===== src/rtl/calPkg.sv =====
package calPkg;
  // Width of the bit-select carried in the strobe bundle; covers codes up to 32 bits.
  localparam int unsigned SEL_W = 5;

  typedef struct packed {
    logic             latchDir;  // end of setup step: capture direction, load MSB trial
    logic             resolve;   // end of a decision step: judge bitSel
    logic [SEL_W-1:0] bitSel;    // bit under judgement during resolve
  } calStrobeT;
endpackage


===== src/rtl/calSync.sv =====
module calSync #(
  parameter int unsigned WIDTH = 2
) (
  input  logic             clk,
  input  logic [WIDTH-1:0] din,
  output logic [WIDTH-1:0] dout
);
  logic [WIDTH-1:0] meta;

  // No reset: the clock runs during reset, so the stages fill with live input values.
  always_ff @(posedge clk) begin
    meta <= din;
    dout <= meta;
  end
endmodule


===== src/rtl/calCtrl.sv =====
module calCtrl
  import calPkg::*;
#(
  parameter int unsigned NBITS    = 9,
  parameter int unsigned STEP_LEN = 4
) (
  input  logic      clk,
  input  logic      rstN,
  output calStrobeT strobe,
  output logic      busy,
  output logic      done
);
  localparam int unsigned LAST_STEP = NBITS + 1;
  localparam int unsigned STEP_W    = $clog2(LAST_STEP + 1);
  localparam int unsigned DIV_W     = (STEP_LEN > 1) ? $clog2(STEP_LEN) : 1;

  logic [DIV_W-1:0]  divCnt;
  logic [STEP_W-1:0] stepIdx;
  logic              tick;

  assign tick = (divCnt == DIV_W'(STEP_LEN - 1));

  always_ff @(posedge clk or negedge rstN) begin
    if (!rstN) begin
      divCnt  <= '0;
      stepIdx <= '0;
      busy    <= 1'b0;
      done    <= 1'b0;
    end else if (!done) begin
      busy <= 1'b1;
      if (tick) begin
        divCnt <= '0;
        if (stepIdx == STEP_W'(LAST_STEP)) begin
          done <= 1'b1;
          busy <= 1'b0;
        end else begin
          stepIdx <= stepIdx + 1'b1;
        end
      end else begin
        divCnt <= divCnt + 1'b1;
      end
    end
  end

  always_comb begin
    strobe          = '0;
    strobe.latchDir = tick && !done && (stepIdx == '0);
    strobe.resolve  = tick && !done && (stepIdx != '0) && (stepIdx <= STEP_W'(NBITS));
    if (strobe.resolve)
      strobe.bitSel = SEL_W'(NBITS) - SEL_W'(stepIdx);
  end

  // once running, busy only drops together with done
  a_r2_busy_until_done: assert property (@(posedge clk) disable iff (!rstN)
    (busy && !done) |=> (busy || done));

  // the completion latch is sticky and excludes busy
  a_r8_done_sticky: assert property (@(posedge clk) disable iff (!rstN)
    done |=> (done && !busy));

  a_r3_one_strobe: assert property (@(posedge clk) disable iff (!rstN)
    $onehot0({strobe.latchDir, strobe.resolve}));

  a_r3_no_strobe_after_done: assert property (@(posedge clk) disable iff (!rstN)
    done |-> !(strobe.latchDir || strobe.resolve));
endmodule


===== src/rtl/calDatapath.sv =====
module calDatapath
  import calPkg::*;
#(
  parameter int unsigned MSB_BITS = 5,
  parameter int unsigned LSB_BITS = 4
) (
  input  logic                         clk,
  input  logic                         rstN,
  input  calStrobeT                    strobe,
  input  logic                         cmpP,
  input  logic                         cmpN,
  output logic                         dirExtract,
  output logic [(1<<MSB_BITS)-2:0]     thermo,
  output logic [LSB_BITS-1:0]          binLsb
);
  localparam int unsigned NBITS    = MSB_BITS + LSB_BITS;
  localparam int unsigned THERMO_W = (1 << MSB_BITS) - 1;

  logic [NBITS-1:0]    code;
  logic [MSB_BITS-1:0] msbCode;
  logic                overshoot;

  // Overshoot: the correction pushed an output past common-mode in the chosen direction.
  assign overshoot = dirExtract ? !(cmpP && cmpN) : (cmpP || cmpN);

  always_ff @(posedge clk or negedge rstN) begin
    if (!rstN) begin
      dirExtract <= 1'b0;
      code       <= '0;
    end else if (strobe.latchDir) begin
      dirExtract <= cmpP && cmpN;
      code       <= NBITS'(1) << (NBITS - 1);
    end else if (strobe.resolve) begin
      if (overshoot)
        code[strobe.bitSel] <= 1'b0;
      if (strobe.bitSel != '0)
        code[strobe.bitSel - 1'b1] <= 1'b1;
    end
  end

  assign msbCode = code[NBITS-1:LSB_BITS];
  assign binLsb  = code[LSB_BITS-1:0];

  for (genvar i = 0; i < THERMO_W; i++) begin : g_thermo
    assign thermo[i] = (msbCode > MSB_BITS'(i));
  end

  // direction only moves at the setup strobe
  a_r4_dir_hold: assert property (@(posedge clk) disable iff (!rstN)
    !strobe.latchDir |=> $stable(dirExtract));

  // the next lower bit is tried after each decision
  a_r6_next_trial: assert property (@(posedge clk) disable iff (!rstN)
    (strobe.resolve && strobe.bitSel != '0) |=> code[$past(strobe.bitSel) - 1'b1]);

  // bits already decided are never revisited
  a_r6_upper_kept: assert property (@(posedge clk) disable iff (!rstN)
    strobe.resolve |=> ((code >> ($past(strobe.bitSel) + 1'b1)) ==
                        ($past(code) >> ($past(strobe.bitSel) + 1'b1))));

  // thermometer lines always form a contiguous run from line 0
  a_r7_thermo_contig: assert property (@(posedge clk) disable iff (!rstN)
    ((({1'b0, thermo}) + 1'b1) & {1'b0, thermo}) == '0);
endmodule


===== src/rtl/calOffsetTrim.sv =====
module calOffsetTrim
  import calPkg::*;
#(
  parameter int unsigned MSB_BITS = 5,
  parameter int unsigned LSB_BITS = 4,
  parameter int unsigned STEP_LEN = 4
) (
  input  logic                     clk,
  input  logic                     rstN,
  input  logic                     cmpHiP,
  input  logic                     cmpHiN,
  output logic                     dirExtract,
  output logic [(1<<MSB_BITS)-2:0] thermo,
  output logic [LSB_BITS-1:0]      binLsb,
  output logic                     busy,
  output logic                     done
);
  localparam int unsigned NBITS = MSB_BITS + LSB_BITS;

  calStrobeT  strobe;
  logic [1:0] cmpSync;

  calSync #(.WIDTH(2)) i_sync (
    .clk (clk),
    .din ({cmpHiP, cmpHiN}),
    .dout(cmpSync)
  );

  calCtrl #(.NBITS(NBITS), .STEP_LEN(STEP_LEN)) i_ctrl (
    .clk   (clk),
    .rstN  (rstN),
    .strobe(strobe),
    .busy  (busy),
    .done  (done)
  );

  calDatapath #(.MSB_BITS(MSB_BITS), .LSB_BITS(LSB_BITS)) i_dp (
    .clk       (clk),
    .rstN      (rstN),
    .strobe    (strobe),
    .cmpP      (cmpSync[1]),
    .cmpN      (cmpSync[0]),
    .dirExtract(dirExtract),
    .thermo    (thermo),
    .binLsb    (binLsb)
  );

  // trim outputs are frozen once the latch is set
  a_r8_frozen: assert property (@(posedge clk) disable iff (!rstN)
    done |=> ($stable(thermo) && $stable(binLsb) && $stable(dirExtract)));

  // done and busy are never high together
  a_r3_busy_done_excl: assert property (@(posedge clk) disable iff (!rstN)
    !(busy && done));
endmodule


===== config.mk =====
export PLATFORM = sky130hd
export DESIGN_NAME = calOffsetTrim
export DESIGN_NICKNAME = d
export VERILOG_FILES = /design/src/rtl/calPkg.sv /design/src/rtl/calSync.sv /design/src/rtl/calCtrl.sv /design/src/rtl/calDatapath.sv /design/src/rtl/calOffsetTrim.sv
export SDC_FILE = /design/constraint.sdc
export NUM_CORES = 1
export LEC_CHECK = 0
export BUFFER_PORTS_ARGS = -buffer_cell sky130_fd_sc_hd__buf_2
export CAP_MARGIN = 20
export CELL_PAD_IN_SITES_DETAIL_PLACEMENT = 2
export CELL_PAD_IN_SITES_GLOBAL_PLACEMENT = 2
export CORE_ASPECT_RATIO = 0.8
export CORE_MARGIN = 5
export CORE_UTILIZATION = 32
export DETAILED_ROUTE_END_ITERATION = 10
export PLACE_DENSITY_LB_ADDON = 0.1
export SYNTH_ARGS = -nofsm -noshare
export SYNTH_HDL_FRONTEND = slang
export SYNTH_HIERARCHICAL = 1
export SYNTH_SLANG_ARGS = --single-unit

===== constraint.sdc =====
create_clock -name clk -period 4.3 [get_ports clk]
set_input_delay 0 -clock clk [delete_from_list [all_inputs] [get_ports clk]]
set_output_delay 0 -clock clk [all_outputs]
set_load 0.005 [all_outputs]

## Word-level counts from Yosys, hierarchy flattened

Index checks and enable logic that the tools add are counted.

| operators by class | value |
|---|---|
| add/subtract/negate cells | 4 |
| order comparisons | 36 |
| equal/unequal tests | 2 |
| muxes and demuxes | 18 |
| bitwise logic cells | 5 |
| reduce and logical (&&, ||, !) cells | 15 |

Operators with widths:

| operator | number |
|---|---|
| $gt A5 B5 Y1 const B | 15 |
| $mux W9 | 6 |
| $gt A5 B4 Y1 const B | 8 |
| $gt A5 B3 Y1 const B | 4 |
| $ge A5 B1 Y1 const B | 2 |
| $gt A5 B1 Y1 const B | 2 |
| $gt A5 B2 Y1 const B | 2 |
| $lt A5 B5 Y1 const B | 2 |
| $and A9 B9 Y9 | 1 |
| $not A9 Y9 | 1 |
| $or A9 B9 Y9 | 1 |
| $demux W1 S4 | 2 |
| $mux W1 | 8 |
| $logic_and A1 B1 Y1 | 7 |
| $mux W5 | 1 |
| $reduce_bool A5 Y1 | 1 |
| $sub A4 B4 Y5 const A | 1 |
| $sub A5 B1 Y5 const B | 1 |
| $add A4 B1 Y4 const B | 1 |
| $eq A4 B4 Y1 const B | 1 |
| $le A4 B4 Y1 const B | 1 |
| $logic_not A4 Y1 | 1 |
| $reduce_bool A4 Y1 | 1 |
| $reduce_and A3 Y1 | 1 |
| other kinds (7) | 9 |

| storage, ports and cells | value |
|---|---|
| bits in registers | 22 |
| input bits | 4 |
| output and inout port bits | 38 |
| logic and storage cells | 88 |

## Longest topological paths before layout

Gate-level depths: netlist (run 1).

| depth | value |
|---|---|
| word-level depth | 18 |
| mapped depth | 10 |
| mapped depth without buffers | 10 |

## By module

The synthesis (run 1) kept the hierarchy.

Modules (own cells, without submodules):

| module | instances | cells each | area each (um^2) | seq. area each (um^2) |
|---|---|---|---|---|
| calDatapath | 1 | 111 | 809.5 | 250.2 |
| calCtrl | 1 | 49 | 535.5 | 200.2 |
| calSync | 1 | 4 | 80.1 | 80.1 |

## Least setup slack after synthesis (run 1)

OpenSTA, ideal clock, no wires.

| timing path | value |
|---|---|
| path type | reg-to-reg |
| start point | reg i_ctrl.stepIdx[2] |
| end point | reg i_dp.code[8] |
| setup time | 126 ps |
| arrival | 2,193 ps |
| required time | 4,174 ps |
| setup slack | 1,981 ps |
| cell stages (with the launch flop) | 10 |
| path buffers | 0 |
| period minus slack after synthesis | 2,319 ps |
| path through | dfrtp_1 > inv_1 > ha_1 > inv_1 > ha_1 > a221oi_4 > and2_1 > and2b_1 > and2_1 > a221o_1 |

RTL lines:

| item | RTL line | text |
|---|---|---|
| start: declaration | calCtrl.sv:18 | `logic [STEP_W-1:0] stepIdx;` |
| start signal: assignment | calCtrl.sv:37 | `stepIdx <= stepIdx + 1'b1;` |
| end signal: assignment | calDatapath.sv:32 | `code <= NBITS'(1) << (NBITS - 1);` |
| end: declaration | calDatapath.sv:19 | `logic [NBITS-1:0] code;` |

==> results.tsv, run 1 <==
stage	metric	value	unit
clocking	clock root cell	clkbuf_8	
power_and_ir_drop	Int Pwr	0.000326	W
layout	share of cells above drive strength 1	0.284	
synthesis	cells after synthesis	164	
clocking	worst-case clock buffer depth	2	
worst_setup_path	crit path max fanout	8	
power_and_ir_drop	maximum VDD drop	0.211	mV
global_routing	initial antenna violation count	0	
die	Core Rows	21	
routing	initial DRC count	39	
sta	setup TNS	0	ns
clocking	clock sinks	22	
sta	period utilisation layout	0.611	
die	Die Ht	69.7	µm
worst_setup_path	Critical Path Source Type	flop	
synthesis	Post-Syn Nets	176	
worst_setup_path	CP arrival	2.76	ns
worst_setup_path	Crit path required time	4.43	ns
worst_setup_path	FF-to-FF setup slack	1.67	ns
synthesis	Seq/Total Area, Yosys	0.372	
sta	Worst slew margin	0.609	
die	width of the die	84.6	µm
die	die area	5900	µm²
layout	# fillers	500	
power_and_ir_drop	Switch Pwr	0.000117	W
sta	Min Hold Slack	0.221	ns
layout	most common cell after layout, fill and taps aside	buf_2	
routing	drt total wl	4110	µm
die	CORE AREA	4260	µm²
place	buffers added on ports	41	
layout	commonest non-fill, non-tap cells in the layout	buf_2 (41), dfrtp_1 (18), inv_1 (16), nand2_1 (15), nor2_1 (14)	
synthesis	FF+latch count, synth	22	
place	gp weighted congestion	0.794	
power_and_ir_drop	Seq pwr share	0.508	
global_routing	vias in the first global route	1479	
power_and_ir_drop	Clk pwr share	0.343	
global_routing	pin count of the biggest net entering global routing	19	
layout	synthesis-to-finish area growth	20.4	%
sta	worst slew pin tran	0.587	ns
power_and_ir_drop	Switching Share	0.265	
clocking	Setup Buffers After CTS	0	
worst_setup_path	Worst Setup End Kind	flop	
sta	clock period minus worst slack	2.63	ns
routing	Initial DRT Pass Iterations	4	
clocking	clock edge transition at the registers on the reported setup and hold paths	0.08	ns
sta	Fin. Hold Viols	0	
clocking	CTS tree	built	
run_status	status	completed	
synthesis	Post-Syn Area	1430	µm²
clocking	worst-skew pair later-pin latency	0.26	ns
routing	DR WL/cell	15.9	µm
power_and_ir_drop	leak pwr	0.884	nW
die	# IOs	42	
layout	number of diodes	0	
routing	Vias	1299	
routing	post-route antenna net violation count	0	
layout	Reg area	531	µm²
synthesis	Ys Warns	6	
min_path	Hold Crit Class	in -> async	
global_routing	grt ovf	0	
worst_setup_path	Worst Path Class, Setup	reg -> reg	
synthesis	Post-Syn Area per Cell	8.69	µm²
layout	area of the multi-input gates	763	µm²
sta	clock skew	0.00378	ns
sta	Max Fclk	380	MHz
routing	DR vias/cell	5.03	
synthesis	synth unique cells	41	
global_routing	first-pass GRT wire length	7330	µm
sta	min setup slack post-route	1.67	ns
clocking	CTS buffer count	3	
power_and_ir_drop	Comb pwr share	0.150	
global_routing	total track usage	0.150	
sta	Pins Over Slew Limit	0	
power_and_ir_drop	PwrDens	258	nW/µm²
place	DP HPWL	3230	µm
sta	RSZ-0062 raised after global routing	no	
layout	fin nets	214	
job	Max-Cap Viols	0	
clocking	H-tree depth	1	
sta	Final Setup Violations	0	
place	Place WS	1.68	ns
die	initial core utilization	0.335	
routing	# DRC	0	
-- kinds of logic after synthesis --
group,Yosys count,synth area share
flip-flops,22,0.372
buffers and inverters,27,0.0922
XOR/XNOR,2,0.0123
AO/OA/AOI/OAI,41,0.207
multiplexers,2,0.0184
AND/OR/NAND/NOR,62,0.227
adder cells (fa/ha/maj),8,0.0702
-- through the flow --
stage,instances,util,cell area [µm²],power (W)
3_3_place_gp,251,0.383,1630,0.000292
3_5_place_dp,251,0.383,1630,0.000295
5_1_grt,258,0.403,1720,0.000471
6_report,258,0.403,1720,0.000443
2_1_floorplan,164,-,1430,0.000264
4_1_cts,258,0.403,1720,0.000452
-- routing by layer --
| layer | share of wire | global-route usage | vias up |
|---|---|---|---|
| met2 | 0.45 | 0.246 | 28 |
| met1 | 0.50 | 0.205 | 637 |
| li1 | - | - | 632 |
| met5 | 0 | 0 | - |
| met4 | 0.0032 | 0.0123 | 0 |
| met3 | 0.043 | 0.0404 | 2 |
-- power by group through the flow --
stage / Combinational [W] / Clock (W) / Sequential [W]
global placement: 0.0000635 / 0 / 0.000229
CTS: 0.0000683 / 0.000158 / 0.000225
floorplan: 0.0000418 / 0 / 0.000222
finish: 0.0000663 / 0.000152 / 0.000225
detailed placement: 0.0000659 / 0 / 0.000229
global route: 0.0000767 / 0.000166 / 0.000228
-- sequential cells by signal (all words and copies together) (netlist names) --
register / flops
i_dp/code: 9
i_ctrl/stepIdx: 4
i_dp/dirExtract: 1
i_sync/meta: 2
i_sync/dout: 2
i_ctrl/busy: 1
i_ctrl/done: 1
i_ctrl/divCnt: 2
-- layout make-up --
type / count / area share
inverter: 16 / 0.0350
timing repair buffer: 44 / 0.137
tap: 57 / 0.0416
clock buffer: 4 / 0.0321
sequential: 22 / 0.309
multi-input combinational: 115 / 0.445
-- cells in the mapped netlist (all sizes together) --
cell type,count,area (µm²)
o2111a,1,20.0
clkbuf,5,18.8
nand3,7,35.0
ha,8,100
a211oi,1,7.51
nand2b,2,12.5
inv,16,60.1
nand4,1,6.26
a311oi,2,17.5
dfxtp,4,80.1
a21o,3,22.5
and2b,4,35.0
o21ai,11,58.8
a311o,1,10.0
o31ai,1,7.51
and4,1,11.3
and3,2,12.5
a31o,2,17.5
a21oi,12,63.8
a221oi,1,26.3
o2111ai,1,8.76
buf,6,52.6
nor3,6,35.0
nand2,16,62.6
xnor2,2,17.5
or3,1,11.3
nor2,15,58.8
and2,5,31.3
a31oi,4,25.0
mux2,2,26.3
dfrtp,18,450
nor2b,2,12.5
a221o,1,10.0
-- worst paths after layout --
check	cells after the start	from	to
min in group clk	0	i_sync/meta[0]	i_sync/dout[0]
hold reg to reg	0	i_sync/meta[0]	i_sync/dout[0]
setup reg to reg	10	i_ctrl/stepIdx[2]	i_dp/code[6]
hold / removal	2	rstN	i_dp/code[5]
max in group asynchronous	2	rstN	i_dp/dirExtract
setup / recovery	10	i_ctrl/stepIdx[2]	i_dp/code[6]
-- what timing repair did --
item,4_1_cts,5_1_grt
endpoints found under the hold margin,20,0
hold buffers,3,0
gates resized for setup,0,0
-- worst max-delay path: stages, from the launching register on --
cell and delay (ns):
dfrtp_1 0.48, inv_1 0.12, ha_1 0.17, inv_1 0.05, ha_1 0.21, a221oi_4 0.38
and2_1 0.21, nor2b_1 0.45, nand3_1 0.16, o21ai_0 0.19, a21oi_1 0.08
No activity file was read; power rests on OpenSTA's default activity.
==> inputs of run 2 (changes only) <==
CORE_UTILIZATION = 29   (was 32)
clock period = 2.5 ns   (was 4.3 ns; I/O delays follow)
==> run 2 against run 1 <==
  * Final area is 3.7% higher
  * Non-clock buffer count is 7 higher
  * Register-to-register slack worse by 1.5 ns
  * Critical path type unchanged
  * Worst setup slack worse by 1.5 ns
  * Total power is 72% higher
  * Die area is 9.0% higher
  * First-iteration DRC count is 13% higher
  * Clock power is 71% higher
  * Worst hold slack worse by 0.015 ns
  * Core utilization is 2.3 points lower
  * Highest routed layer unchanged
==> results.tsv, run 2 (synthesis results as in run 1) <==
stage	metric	value	unit	change
run_status	status	completed		
worst_setup_path	worst r2r dst	i_dp/code[6]		
worst_setup_path	CP arrival	2.49	ns	-0.27 ns
worst_setup_path	Critical Path Source Type	flop		
power_and_ir_drop	maximum VDD drop	0.208	mV	-1.5%
sta	Worst slew margin	0.704		+0.0951
sta	Fin. Hold Viols	0		unchanged
clocking	worst-skew pair later-pin latency	0.27	ns	about the same
min_path	Hold Crit Class	in -> async		
job	Max-Cap Viols	0		unchanged
power_and_ir_drop	PwrDens	427	nW/µm²	+65%
clocking	clock edge transition at the registers on the reported setup and hold paths	0.08	ns	about the same
sta	min setup slack post-route	0.158	ns	-1.51 ns
worst_setup_path	Worst Path Class, Setup	reg -> reg		
layout	synthesis-to-finish area growth	24.8	%	
die	width of the die	88.4	µm	+4.4%
sta	clock period minus worst slack	2.34	ns	-0.287 ns
clocking	CTS buffer count	3		unchanged
worst_setup_path	Worst R2R Start	i_ctrl/stepIdx[1]		
worst_setup_path	Worst Setup End Kind	flop		
layout	largest registers	i_dp/code x9, i_ctrl/stepIdx x4		
routing	Vias	1359		+4.6%
place	Place WS	0.152	ns	-1.53 ns
global_routing	total track usage	0.144		-0.00619
die	CORE AREA	4680	µm²	+9.9%
sta	Pins Over Slew Limit	0		unchanged
die	# IOs	42		unchanged
global_routing	initial antenna violation count	0		unchanged
place	DP HPWL	3450	µm	+6.8%
clocking	CTS tree	built		
die	Die Ht	72.7	µm	+4.3%
power_and_ir_drop	leak pwr	0.925	nW	+4.6%
layout	design area	1780	µm²	+3.7%
sta	Max Fclk	427	MHz	+12%
worst_setup_path	crit path max fanout	7		-1
global_routing	grt ovf	0		unchanged
clocking	clock sinks	22		unchanged
sta	period utilisation layout	0.937		+0.325
place	buffers added on ports	41		unchanged
sta	worst slew pin tran	0.444	ns	-0.143 ns
routing	Initial DRT Pass Iterations	4		unchanged
place	DP Area	1680	µm²	+3.0%
routing	# DRC	0		unchanged
routing	DR vias/cell	5.07		+0.72%
sta	Final Setup Violations	0		unchanged
sta	clock skew	0.00718	ns	+0.00340 ns
sta	Min Hold Slack	0.206	ns	-0.0146 ns
place	gp weighted congestion	0.814		+2.4%
layout	# fillers	544		+8.8%
layout	commonest non-fill, non-tap cells in the layout	buf_2 (41), dfrtp_1 (18), inv_1 (16), nand2_1 (15), nor2_1 (14)		
layout	Largest register FFs	9		unchanged
routing	post-route antenna net violation count	0		unchanged
layout	number of diodes	0		unchanged
die	die area	6420	µm²	+9.0%
die	initial core utilization	0.305		-0.0303
worst_setup_path	Crit path required time	2.65	ns	-1.78 ns
worst_setup_path	Reg2Reg Depth	11		+1
layout	fin nets	221		+3.3%
routing	drt total wl	4350	µm	+5.9%
clocking	H-tree depth	1		unchanged
worst_setup_path	FF-to-FF setup slack	0.16	ns	-1.51 ns
clocking	clock root cell	clkbuf_8		
die	Core Rows	22		+4.8%
layout	share of cells above drive strength 1	0.322		+0.0385
layout	Top reg by flops	i_dp/code		
global_routing	first-pass GRT wire length	7420	µm	+1.2%
layout	most common cell after layout, fill and taps aside	buf_2		
global_routing	vias in the first global route	1507		+1.9%
routing	initial DRC count	44		+13%
global_routing	pin count of the biggest net entering global routing	19		unchanged
clocking	worst-case clock buffer depth	2		unchanged
sta	RSZ-0062 raised after global routing	yes		
routing	DR WL/cell	16.2	µm	+1.9%
## run 2: cell type report
type	instances	area (µm²)	area share
Multi-Input combinational cell	115	771	0.433
Sequential cell	22	531	0.298
Timing Repair Buffer	51	288	0.162
Tap cell	60	75.1	0.0422
Inverter	16	60.1	0.0338
Clock buffer	4	55.1	0.0309
## run 2: metal layers
layer  GRT usage  vias up  wire length (µm)
met4      0.0201        0                38
met2       0.241       30              2060
li1            -      649                 -
met1       0.190      674              2060
met3      0.0372        6               183
met5           0        -                 0
## run 2: critical path: stages, from the launching register on
cell      delay, ns
dfrtp_1        0.39
inv_1          0.08
ha_1           0.18
inv_1          0.05
ha_1           0.24
a221oi_4       0.40
and2_1         0.22
nor2b_1        0.15
buf_4          0.16
nand3_1        0.11
o21ai_0        0.17
a21oi_1        0.09
## run 2: per-stage QoR
stage                     power (W)  setup TNS (ns)  utilization  instances
after floorplan            0.000454               0            -        164
after CTS                  0.000785               0        0.377        267
after global placement     0.000504               0        0.359        260
final                      0.000761               0        0.380        268
after global routing       0.000809         -0.0312        0.380        268
after detailed placement   0.000508               0        0.359        260
## run 2: power breakdown
group	internal [W]	leakage, nW	switching [W]
combinational	0.0000510	0.637	0.0000624
clock	0.000141	0.0288	0.000120
sequential	0.000369	0.259	0.0000183
## run 2: timing repair
action	4_1_cts	5_1_grt
hold endpoints to repair	20	0
buffers inserted	0	1
hold buffers	3	0
endpoints found under the setup margin	0	5
gates resized for setup	0	3
## run 2: worst max-delay path by stage
stage / startpoint / end / slack (ns)
floorplan: i_ctrl/stepIdx[2] / i_dp/code[8] / 0.18
global placement: i_ctrl/stepIdx[1] / i_dp/code[8] / 0.30
detailed placement: i_ctrl/stepIdx[1] / i_dp/code[8] / 0.15
CTS: i_ctrl/stepIdx[1] / i_dp/code[8] / 0.14
global route: i_ctrl/stepIdx[1] / i_dp/code[6] / -0.03
finish: i_ctrl/stepIdx[1] / i_dp/code[6] / 0.16
